### src/rtl/vfs_pkg.sv
package vfs_pkg;

  // Strobe bundle produced by the phase decoder
  typedef struct packed {
    logic nop;   // force zero opcode onto CPU bus
    logic ld;    // capture memory byte into character latch
    logic oe;    // character latch output enable
    logic font;  // font ROM enable (text)
    logic bmp;   // latched byte onto data bus (graphics)
  } strobe_t;

  // Value of {A15, A14} that marks a video fetch
  localparam logic [1:0] VID_WINDOW = 2'b11;

endpackage

### src/rtl/vfs_m1_sample.sv
module vfs_m1_sample (
  input  logic clk,
  input  logic rst_n,
  input  logic m1_n,
  output logic start
);

  logic m1_q;
  logic m1_d;

  always_comb begin
    m1_d  = m1_n;
    start = m1_q & ~m1_n;
  end

  always_ff @(posedge clk or negedge rst_n) begin
    if (!rst_n) m1_q <= 1'b1;
    else        m1_q <= m1_d;
  end

  // a start is one edge wide even if m1_n stays low
  p_single_start_r2: assert property (@(posedge clk) disable iff (!rst_n)
    start |=> !start);

endmodule

### src/rtl/vfs_phase.sv
module vfs_phase
  import vfs_pkg::*;
#(
  parameter int PH_W = 3,
  parameter logic [PH_W-1:0] LAST = '1
) (
  input  logic            clk,
  input  logic            rst_n,
  input  logic            start,
  input  logic [1:0]      addr_hi,
  input  logic            gfx_sel,
  output logic            busy,
  output logic [PH_W-1:0] phase,
  output logic            vid,
  output logic            gfx
);

  logic            busy_d;
  logic [PH_W-1:0] phase_d;
  logic            vid_d;
  logic            gfx_d;
  logic            at_last;

  always_comb begin
    at_last = (phase == LAST);
    busy_d  = busy;
    phase_d = phase;
    vid_d   = vid;
    gfx_d   = gfx;
    if (start) begin
      busy_d  = 1'b1;
      phase_d = '0;
      vid_d   = (addr_hi == VID_WINDOW);
      gfx_d   = gfx_sel;
    end else if (busy) begin
      if (at_last) begin
        busy_d  = 1'b0;
        phase_d = '0;
        vid_d   = 1'b0;
      end else begin
        phase_d = phase + 1'b1;
      end
    end
  end

  always_ff @(posedge clk or negedge rst_n) begin
    if (!rst_n) begin
      busy  <= 1'b0;
      phase <= '0;
      vid   <= 1'b0;
      gfx   <= 1'b0;
    end else begin
      busy  <= busy_d;
      phase <= phase_d;
      vid   <= vid_d;
      gfx   <= gfx_d;
    end
  end

  // phase steps by one while a pass runs
  p_advance_r2: assert property (@(posedge clk) disable iff (!rst_n)
    (busy && !start && phase != LAST) |=> (busy && phase == PH_W'($past(phase) + 1'b1)));

  // pass ends in idle after the last phase
  p_end_idle_r2: assert property (@(posedge clk) disable iff (!rst_n)
    (busy && !start && phase == LAST) |=> !busy);

  // a start always lands in phase zero
  p_restart_r9: assert property (@(posedge clk) disable iff (!rst_n)
    start |=> (busy && phase == '0));

  // captured attributes hold during a pass
  p_attr_hold_r10: assert property (@(posedge clk) disable iff (!rst_n)
    (busy && !start && phase != LAST) |=> ($stable(vid) && $stable(gfx)));

endmodule

### src/rtl/vfs_strobe.sv
module vfs_strobe
  import vfs_pkg::*;
#(
  parameter int PH_W = 3,
  parameter logic [PH_W-1:0] LD_PH     = 3'd2,
  parameter logic [PH_W-1:0] NOP_FIRST = 3'd2,
  parameter logic [PH_W-1:0] NOP_LAST  = 3'd3,
  parameter logic [PH_W-1:0] OE_FIRST  = 3'd5,
  parameter logic [PH_W-1:0] OE_LAST   = 3'd6
) (
  input  logic            clk,
  input  logic            rst_n,
  input  logic            busy,
  input  logic [PH_W-1:0] phase,
  input  logic            vid,
  input  logic            gfx,
  output strobe_t         stb
);

  logic act;

  always_comb begin
    act      = busy & vid;
    stb.nop  = act & (phase >= NOP_FIRST) & (phase <= NOP_LAST);
    stb.ld   = act & (phase == LD_PH);
    stb.oe   = act & (phase >= OE_FIRST) & (phase <= OE_LAST);
    stb.font = stb.oe & ~gfx;
    stb.bmp  = stb.oe & gfx;
  end

  // bus contention guard between forced NOP and latch output
  p_excl_r6: assert property (@(posedge clk) disable iff (!rst_n)
    !(stb.oe && stb.nop));

  // font enable and bitmap drive never overlap
  p_mode_onehot_r7: assert property (@(posedge clk) disable iff (!rst_n)
    $onehot0({stb.font, stb.bmp}));

  // the load edge lies inside the forced-NOP window
  p_ld_in_nop_r5: assert property (@(posedge clk) disable iff (!rst_n)
    stb.ld |-> stb.nop);

endmodule

### src/rtl/vfs_latch.sv
module vfs_latch #(
  parameter int DW = 8
) (
  input  logic          clk,
  input  logic          rst_n,
  input  logic          ld,
  input  logic [DW-1:0] d,
  output logic [DW-1:0] q
);

  logic [DW-1:0] q_d;

  always_comb begin
    q_d = ld ? d : q;
  end

  always_ff @(posedge clk or negedge rst_n) begin
    if (!rst_n) q <= '0;
    else        q <= q_d;
  end

  // capture on the load edge
  p_load_r4: assert property (@(posedge clk) disable iff (!rst_n)
    ld |=> (q == $past(d)));

  // no change without a load
  p_hold_r4: assert property (@(posedge clk) disable iff (!rst_n)
    !ld |=> $stable(q));

endmodule

### src/rtl/vidfetch_seq.sv
module vidfetch_seq
  import vfs_pkg::*;
#(
  parameter int DATA_W = 8,
  parameter int PHASES = 8
) (
  input  logic              clk2x,
  input  logic              rst_n,
  input  logic              m1_n,
  input  logic [1:0]        addr_hi,
  input  logic [DATA_W-1:0] mem_data,
  input  logic              gfx_sel,
  output logic              nop_oe,
  output logic              latch_ld,
  output logic              latch_oe,
  output logic              font_en,
  output logic              bitmap_oe,
  output logic [DATA_W-1:0] char_code
);

  localparam int PH_W = $clog2(PHASES);
  localparam logic [PH_W-1:0] LAST = PH_W'(PHASES - 1);

  // reset: asynchronous assert, synchronous release
  logic rs_a, rs_b;
  always_ff @(posedge clk2x or negedge rst_n) begin
    if (!rst_n) begin
      rs_a <= 1'b0;
      rs_b <= 1'b0;
    end else begin
      rs_a <= 1'b1;
      rs_b <= rs_a;
    end
  end

  logic            start;
  logic            busy;
  logic [PH_W-1:0] phase;
  logic            vid;
  logic            gfx;
  strobe_t         stb;

  vfs_m1_sample u_m1 (
    .clk   (clk2x),
    .rst_n (rs_b),
    .m1_n  (m1_n),
    .start (start)
  );

  vfs_phase #(.PH_W(PH_W), .LAST(LAST)) u_phase (
    .clk     (clk2x),
    .rst_n   (rs_b),
    .start   (start),
    .addr_hi (addr_hi),
    .gfx_sel (gfx_sel),
    .busy    (busy),
    .phase   (phase),
    .vid     (vid),
    .gfx     (gfx)
  );

  vfs_strobe #(
    .PH_W      (PH_W),
    .LD_PH     (PH_W'(2)),
    .NOP_FIRST (PH_W'(2)),
    .NOP_LAST  (PH_W'(3)),
    .OE_FIRST  (PH_W'(5)),
    .OE_LAST   (PH_W'(6))
  ) u_strobe (
    .clk   (clk2x),
    .rst_n (rs_b),
    .busy  (busy),
    .phase (phase),
    .vid   (vid),
    .gfx   (gfx),
    .stb   (stb)
  );

  vfs_latch #(.DW(DATA_W)) u_latch (
    .clk   (clk2x),
    .rst_n (rs_b),
    .ld    (stb.ld),
    .d     (mem_data),
    .q     (char_code)
  );

  always_comb begin
    nop_oe    = stb.nop;
    latch_ld  = stb.ld;
    latch_oe  = stb.oe;
    font_en   = stb.font;
    bitmap_oe = stb.bmp;
  end

  // no strobe of any kind outside a video pass
  p_window_r3: assert property (@(posedge clk2x) disable iff (!rs_b)
    (!busy || !vid) |-> !(nop_oe || latch_ld || latch_oe));

endmodule

### config.mk
export PLATFORM = sky130hd
export DESIGN_NAME = vidfetch_seq
export DESIGN_NICKNAME = d
export VERILOG_FILES = /design/src/rtl/vfs_pkg.sv /design/src/rtl/vfs_m1_sample.sv /design/src/rtl/vfs_phase.sv /design/src/rtl/vfs_strobe.sv /design/src/rtl/vfs_latch.sv /design/src/rtl/vidfetch_seq.sv
export SDC_FILE = /design/constraint.sdc
export NUM_CORES = 1
export LEC_CHECK = 0
export BUFFER_PORTS_ARGS = -buffer_cell sky130_fd_sc_hd__buf_2
export CELL_PAD_IN_SITES_DETAIL_PLACEMENT = 0
export CELL_PAD_IN_SITES_GLOBAL_PLACEMENT = 1
export CORE_UTILIZATION = 40
export DETAILED_ROUTE_END_ITERATION = 12
export PLACE_DENSITY = 0.78
export SYNTH_ARGS = -nofsm -noshare
export SYNTH_HDL_FRONTEND = slang
export SYNTH_HIERARCHICAL = 1
export SYNTH_SLANG_ARGS = --single-unit
### constraint.sdc
create_clock -name clk2x -period 2.6 [get_ports clk2x]
set_clock_uncertainty 0.2 [all_clocks]
set_input_delay 0.52 -clock clk2x [delete_from_list [all_inputs] [get_ports clk2x]]
set_output_delay 0.52 -clock clk2x [all_outputs]
set_load 0.1 [all_outputs]
# After elaboration in Yosys (flattened, before gate mapping)

Cells that the tools add are included.
Widths: inputs -> output; s select.

Bits of input ports: 14
Output and inout bits: 13
Register bits: 17

Bitwise gates (word level): 11
Equal/unequal tests: 3
Add/sub/neg operators: 1
Muxes and demuxes: 9
Reductions and logical operators: 3
$lt $le $gt $ge: 4

Operators with widths:

| operator            | number |
|---|---|
| $and 1x1->1         | 9 |
| $mux 3              | 3 |
| $mux 1              | 6 |
| $reduce_bool 2->1   | 2 |
| $add 3x1->3 const B | 1 |
| $eq 3x2->1 const B  | 1 |
| $eq 3x3->1 const B  | 1 |
| $ge 3x2->1 const B  | 1 |
| $ge 3x3->1 const B  | 1 |
| $le 3x2->1 const B  | 1 |
| $le 3x3->1 const B  | 1 |
| $eq 2x2->1 const B  | 1 |
| $not 1->1           | 2 |
| $reduce_and 2->1    | 1 |

# Longest topological paths before layout

Depth in word-level cells: 4
Mapped depth: 4
Mapped depth without buffers: 4

# By module

The synthesis kept the hierarchy.

By module, submodules not included:

| module        | seq. area each (µm²) | cells each | times used | area an instance (µm²) |
|---|---|---|---|---|
| vfs_latch     | 200.2                | 17         | 1          | 331.6 |
| vfs_phase     | 150.1                | 21         | 1          | 269.0 |
| vfs_strobe    | 0.0                  | 8          | 1          | 60.1 |
| vidfetch_seq  | 50.0                 | 3          | 1          | 53.8 |
| vfs_m1_sample | 26.3                 | 2          | 1          | 40.0 |

# Worst setup path before layout

OpenSTA, ideal clock, no wires.

Kind: register to register
Start point: register u_phase.busy
End point: register u_latch.q[0]
Library setup time: 0.126 ns
Path slack: -2.176 ns
Arrival time: 4.449 ns
Clock period less this slack: 4.776 ns
Cell stages (with the launch flop): 5
Path buffers: 1
Cells stage by stage: dfrtp_1 nand2_1 nor4b_1 buf_6 mux2_4

Cells in the longest elaborated chain, start to end: 2

RTL lines:

| what                     | line               | source |
|---|---|---|
| start: declaration       | vfs_phase.sv:12    | `output logic busy,` |
| start signal: assignment | vfs_phase.sv:53    | `busy <= busy_d;` |
| $and 1x1->1              | vfs_strobe.sv:23   | `act = busy & vid;` |
| $and 1x1->1              | vfs_strobe.sv:25   | `stb.ld = act & (phase == LD_PH);` |
| via latch_ld             | vidfetch_seq.sv:14 | `output logic latch_ld,` |
| end signal: assignment   | vfs_latch.sv:19    | `else q <= q_d;` |
| end: declaration         | vfs_latch.sv:8     | `output logic [DW-1:0] q` |

The timed path passes the listed nets, and every way through them passes these cells.
A chain may end at the register's enable or synchronous reset.

# Worst setup path in the final report

Start point: register u_phase.busy
End point: output port bitmap_oe

Cells in the longest elaborated chain, start to end: 4

RTL lines:

| what                      | line               | source |
|---|---|---|
| $and 1x1->1               | vfs_strobe.sv:23   |  |
| $and 1x1->1 (2 in series) | vfs_strobe.sv:26   | `stb.oe = act & (phase >= OE_FIRST) & (phase <= OE_LAST);` |
| $and 1x1->1               | vfs_strobe.sv:28   | `stb.bmp = stb.oe & gfx;` |
| end: declaration          | vidfetch_seq.sv:17 | `output logic bitmap_oe,` |

No other way between the ends.

==> impl_metrics.csv <==
group,metric,value,unit
outcome,run_status,"finished, final reports clean",
yosys,post_synth_inst_count,51,
clock_tree,clock_sink_count,17,
sta,final_period_minus_worst_setup_slack,2.32,ns
setup_path,arrival,1.60,ns
setup_path,critical_path.endpoint_type,"output pin",
yosys,synthesized_netlist_net_count,67,
yosys,yosysWarningCount,6,
yosys,synth_seq_area_share,56.6,%
cells_and_area,finalNonFillerCells,107,
clock_tree,cts_tree,"built",
grt,use_met2,19.4,%
grt,grt_pass1_wl,1990,um
setup_path,setup.worst_path.class,"reg2out",
sta,whs,0.0433,ns
grt,antenna_found_initial,0,
cells_and_area,finalCoreUtilization,56.6,%
cells_and_area,num_antenna_cells,0,
setup_path,path_cells,"nand3_1 > nor3b_2 > buf_2",
sta,final_setup_violation_count,0,
route,route.antenna.remaining_nets,0,
sta,maxClockFrequency,0.432,GHz
setup_path,critical_path_required,1.88,ns
clock_tree,post-cts-setup-buffers,0,
route,postRouteWirelength,1300,um
grt,grt_max_degree,16,
sta,final_min_period_over_clock_period,89.1,%
grt,number_of_global_route_vias_before_repair,412,
cells_and_area,drive_gt1_share,59.8,%
grt,global_route.peak_usage_layer,"met2",
sta,worstMarginPinSlew,0.581,ns
grt,grt_util_met3,3.57,%
grt,global_route.usage.met1,19.3,%
setup_path,crit_path_top_delay_cell,"dfrtp_1",
sta,timing.final.max_slew_violations,0,
clock_tree,numCtsBuffers,3,
clock_tree,worstSkewPairLatency,0.29,ns
clock_tree,htree_num_levels,1,
cells_and_area,layout_common_cells,"buf_2, dfrtp_1, mux2_4",
route,vias_per_cell,4.70,
setup_path,crit-reg2reg-capture,"u_latch/q[2]$_DFFE_PN0P_",
cells_and_area,syn2layout_area_growth,30.8,%
floorplan,die-area,2060,um2
yosys,syn-mean-instance-area,14.8,um2
place,place_worst_setup_slack,0.581,ns
cells_and_area,layout.cells.most_common,"buf_2",
route,remaining_drc_errors,0,
sta,fin_ws,0.284,ns
setup_path,r2r_start,"u_phase/busy$_DFF_PN0_",
clock_tree,cts.clk_slew.worst_paths,0.10,ns
floorplan,std_cell_rows,15,
floorplan,die_h,45.4,um
sta,report.final.hold_viol_count,0,
cells_and_area,final_net_count,99,
clock_tree,clockRootBuffer,"clkbuf_4",
yosys,synth_area,754,um2
grt,grt_overflow_total,0,
route,drtPass1Iterations,4,
yosys,number_of_synthesized_register_bits,17,
floorplan,floorplan.initialDensity,43.2,%
place,place_congestion,0.707,
worst_hold_path,hold_path.class,"reg2async",
floorplan,fp.coreArea,1750,um2
place,placed_cells,102,
place,io_buffers,26,
run,timing.max_cap.violations,0,
setup_path,launching_element_type_of_the_critical_path,"flip-flop",
route,wl_per_cell,12.1,um
setup_path,timing.critical_path.slowest_cell_delay,0.49,ns
floorplan,die_width,45.4,um
sta,grt_setup_unrepaired,"no",
grt,grt_usage,14.3,%
yosys,ys_types,24,
route,detailroute.via_count,503,
floorplan,num_io_pins,27,
setup_path,timing.reg2reg.worst_path_depth,4,
clock_tree,cts-root-to-sink-buffers,2,
setup_path,ff2ff_setup_slack,0.74,ns
sta,relative_max_transition_margin,61.2,%
route,first_iter_violations,4,
place,hpwl,965,um
setup_path,cp_max_fo,8,
[through the flow]
stage / cell area, um2 / setup TNS (ns)
2_1_floorplan: 777 / -0.0000402
3_3_place_gp: 950 / 0
3_5_place_dp: 950 / 0
4_1_cts: 987 / 0
5_1_grt: 987 / 0
6_report: 987 / 0
[critical path, delay by kind of cell, from the launching register on]
family | cells | cell delay (ns)
flops | 1 | 0.49
buf+inv | 1 | 0.44
simple gates | 2 | 0.39
[kinds of logic after synthesis]
kind of cell    synth area share [%]
compound gates                  4.15
flops                           56.6
fa+ha+maj                       3.32
buf+inv                         1.99
mux                             20.1
xor+xnor                        1.16
simple gates                    12.3
other cells                    0.497
[synthesized netlist by cell type, drive strengths merged]
master | n | area, um2
nand3 | 2 | 10.0
mux2i | 2 | 20.0
ha | 2 | 25.0
a21oi | 1 | 8.76
nand2b | 1 | 6.26
mux2 | 9 | 131
inv | 1 | 3.75
nor4b | 1 | 8.76
nor2 | 3 | 11.3
a21bo | 1 | 10.0
o21ai | 1 | 5.00
or3b | 1 | 8.76
nor3 | 1 | 10.0
nand2 | 1 | 3.75
nor2b | 1 | 13.8
dfstp | 1 | 26.3
conb | 1 | 3.75
dfrtp | 16 | 400
xnor2 | 1 | 8.76
buf | 1 | 11.3
a21o | 1 | 7.51
nor3b | 2 | 20.0
[area by class of cell]
type / instances / area [um2]
timing repair buffer: 28 / 163
sequential: 17 / 427
clock buffer: 3 / 22.5
clock inverter: 1 / 5.00
inverter: 1 / 3.75
multi-input combinational: 32 / 335
fill: 160 / 758
tap: 25 / 31.3
[worst max-delay path by stage]
stage                                  from         to  cells past startpoint
5_1_grt              u_phase/busy$_DFF_PN0_  bitmap_oe                      3
3_5_place_dp   u_phase/phase[0]$_DFFE_PN0P_    font_en                      3
6_report             u_phase/busy$_DFF_PN0_  bitmap_oe                      3
4_1_cts              u_phase/busy$_DFF_PN0_  bitmap_oe                      3
2_1_floorplan  u_phase/phase[0]$_DFFE_PN0P_  bitmap_oe                      2
3_3_place_gp         u_phase/busy$_DFF_PN0_  bitmap_oe                      3
[sequential cells by signal, summed over array words and instances (netlist names)]
register / cells
rs_a: 1
rs_b: 1
u_latch/q: 8
u_m1/m1_q: 1
u_phase/busy: 1
u_phase/gfx: 1
u_phase/phase: 3
u_phase/vid: 1
[what timing repair did]
action	CTS	global route
hold buffers	1	0
gates resized for setup	0	0
endpoints found under the hold margin	2	0
[metal layers]
layer	part of all wire, %	routed length (um)
met5	0	0
met4	1.2	16
met2	49	635
met3	3.8	49
met1	46	599
Power is not shown: default switching activity piles up to over one toggle a cycle in this logic, so the estimate is an artifact.
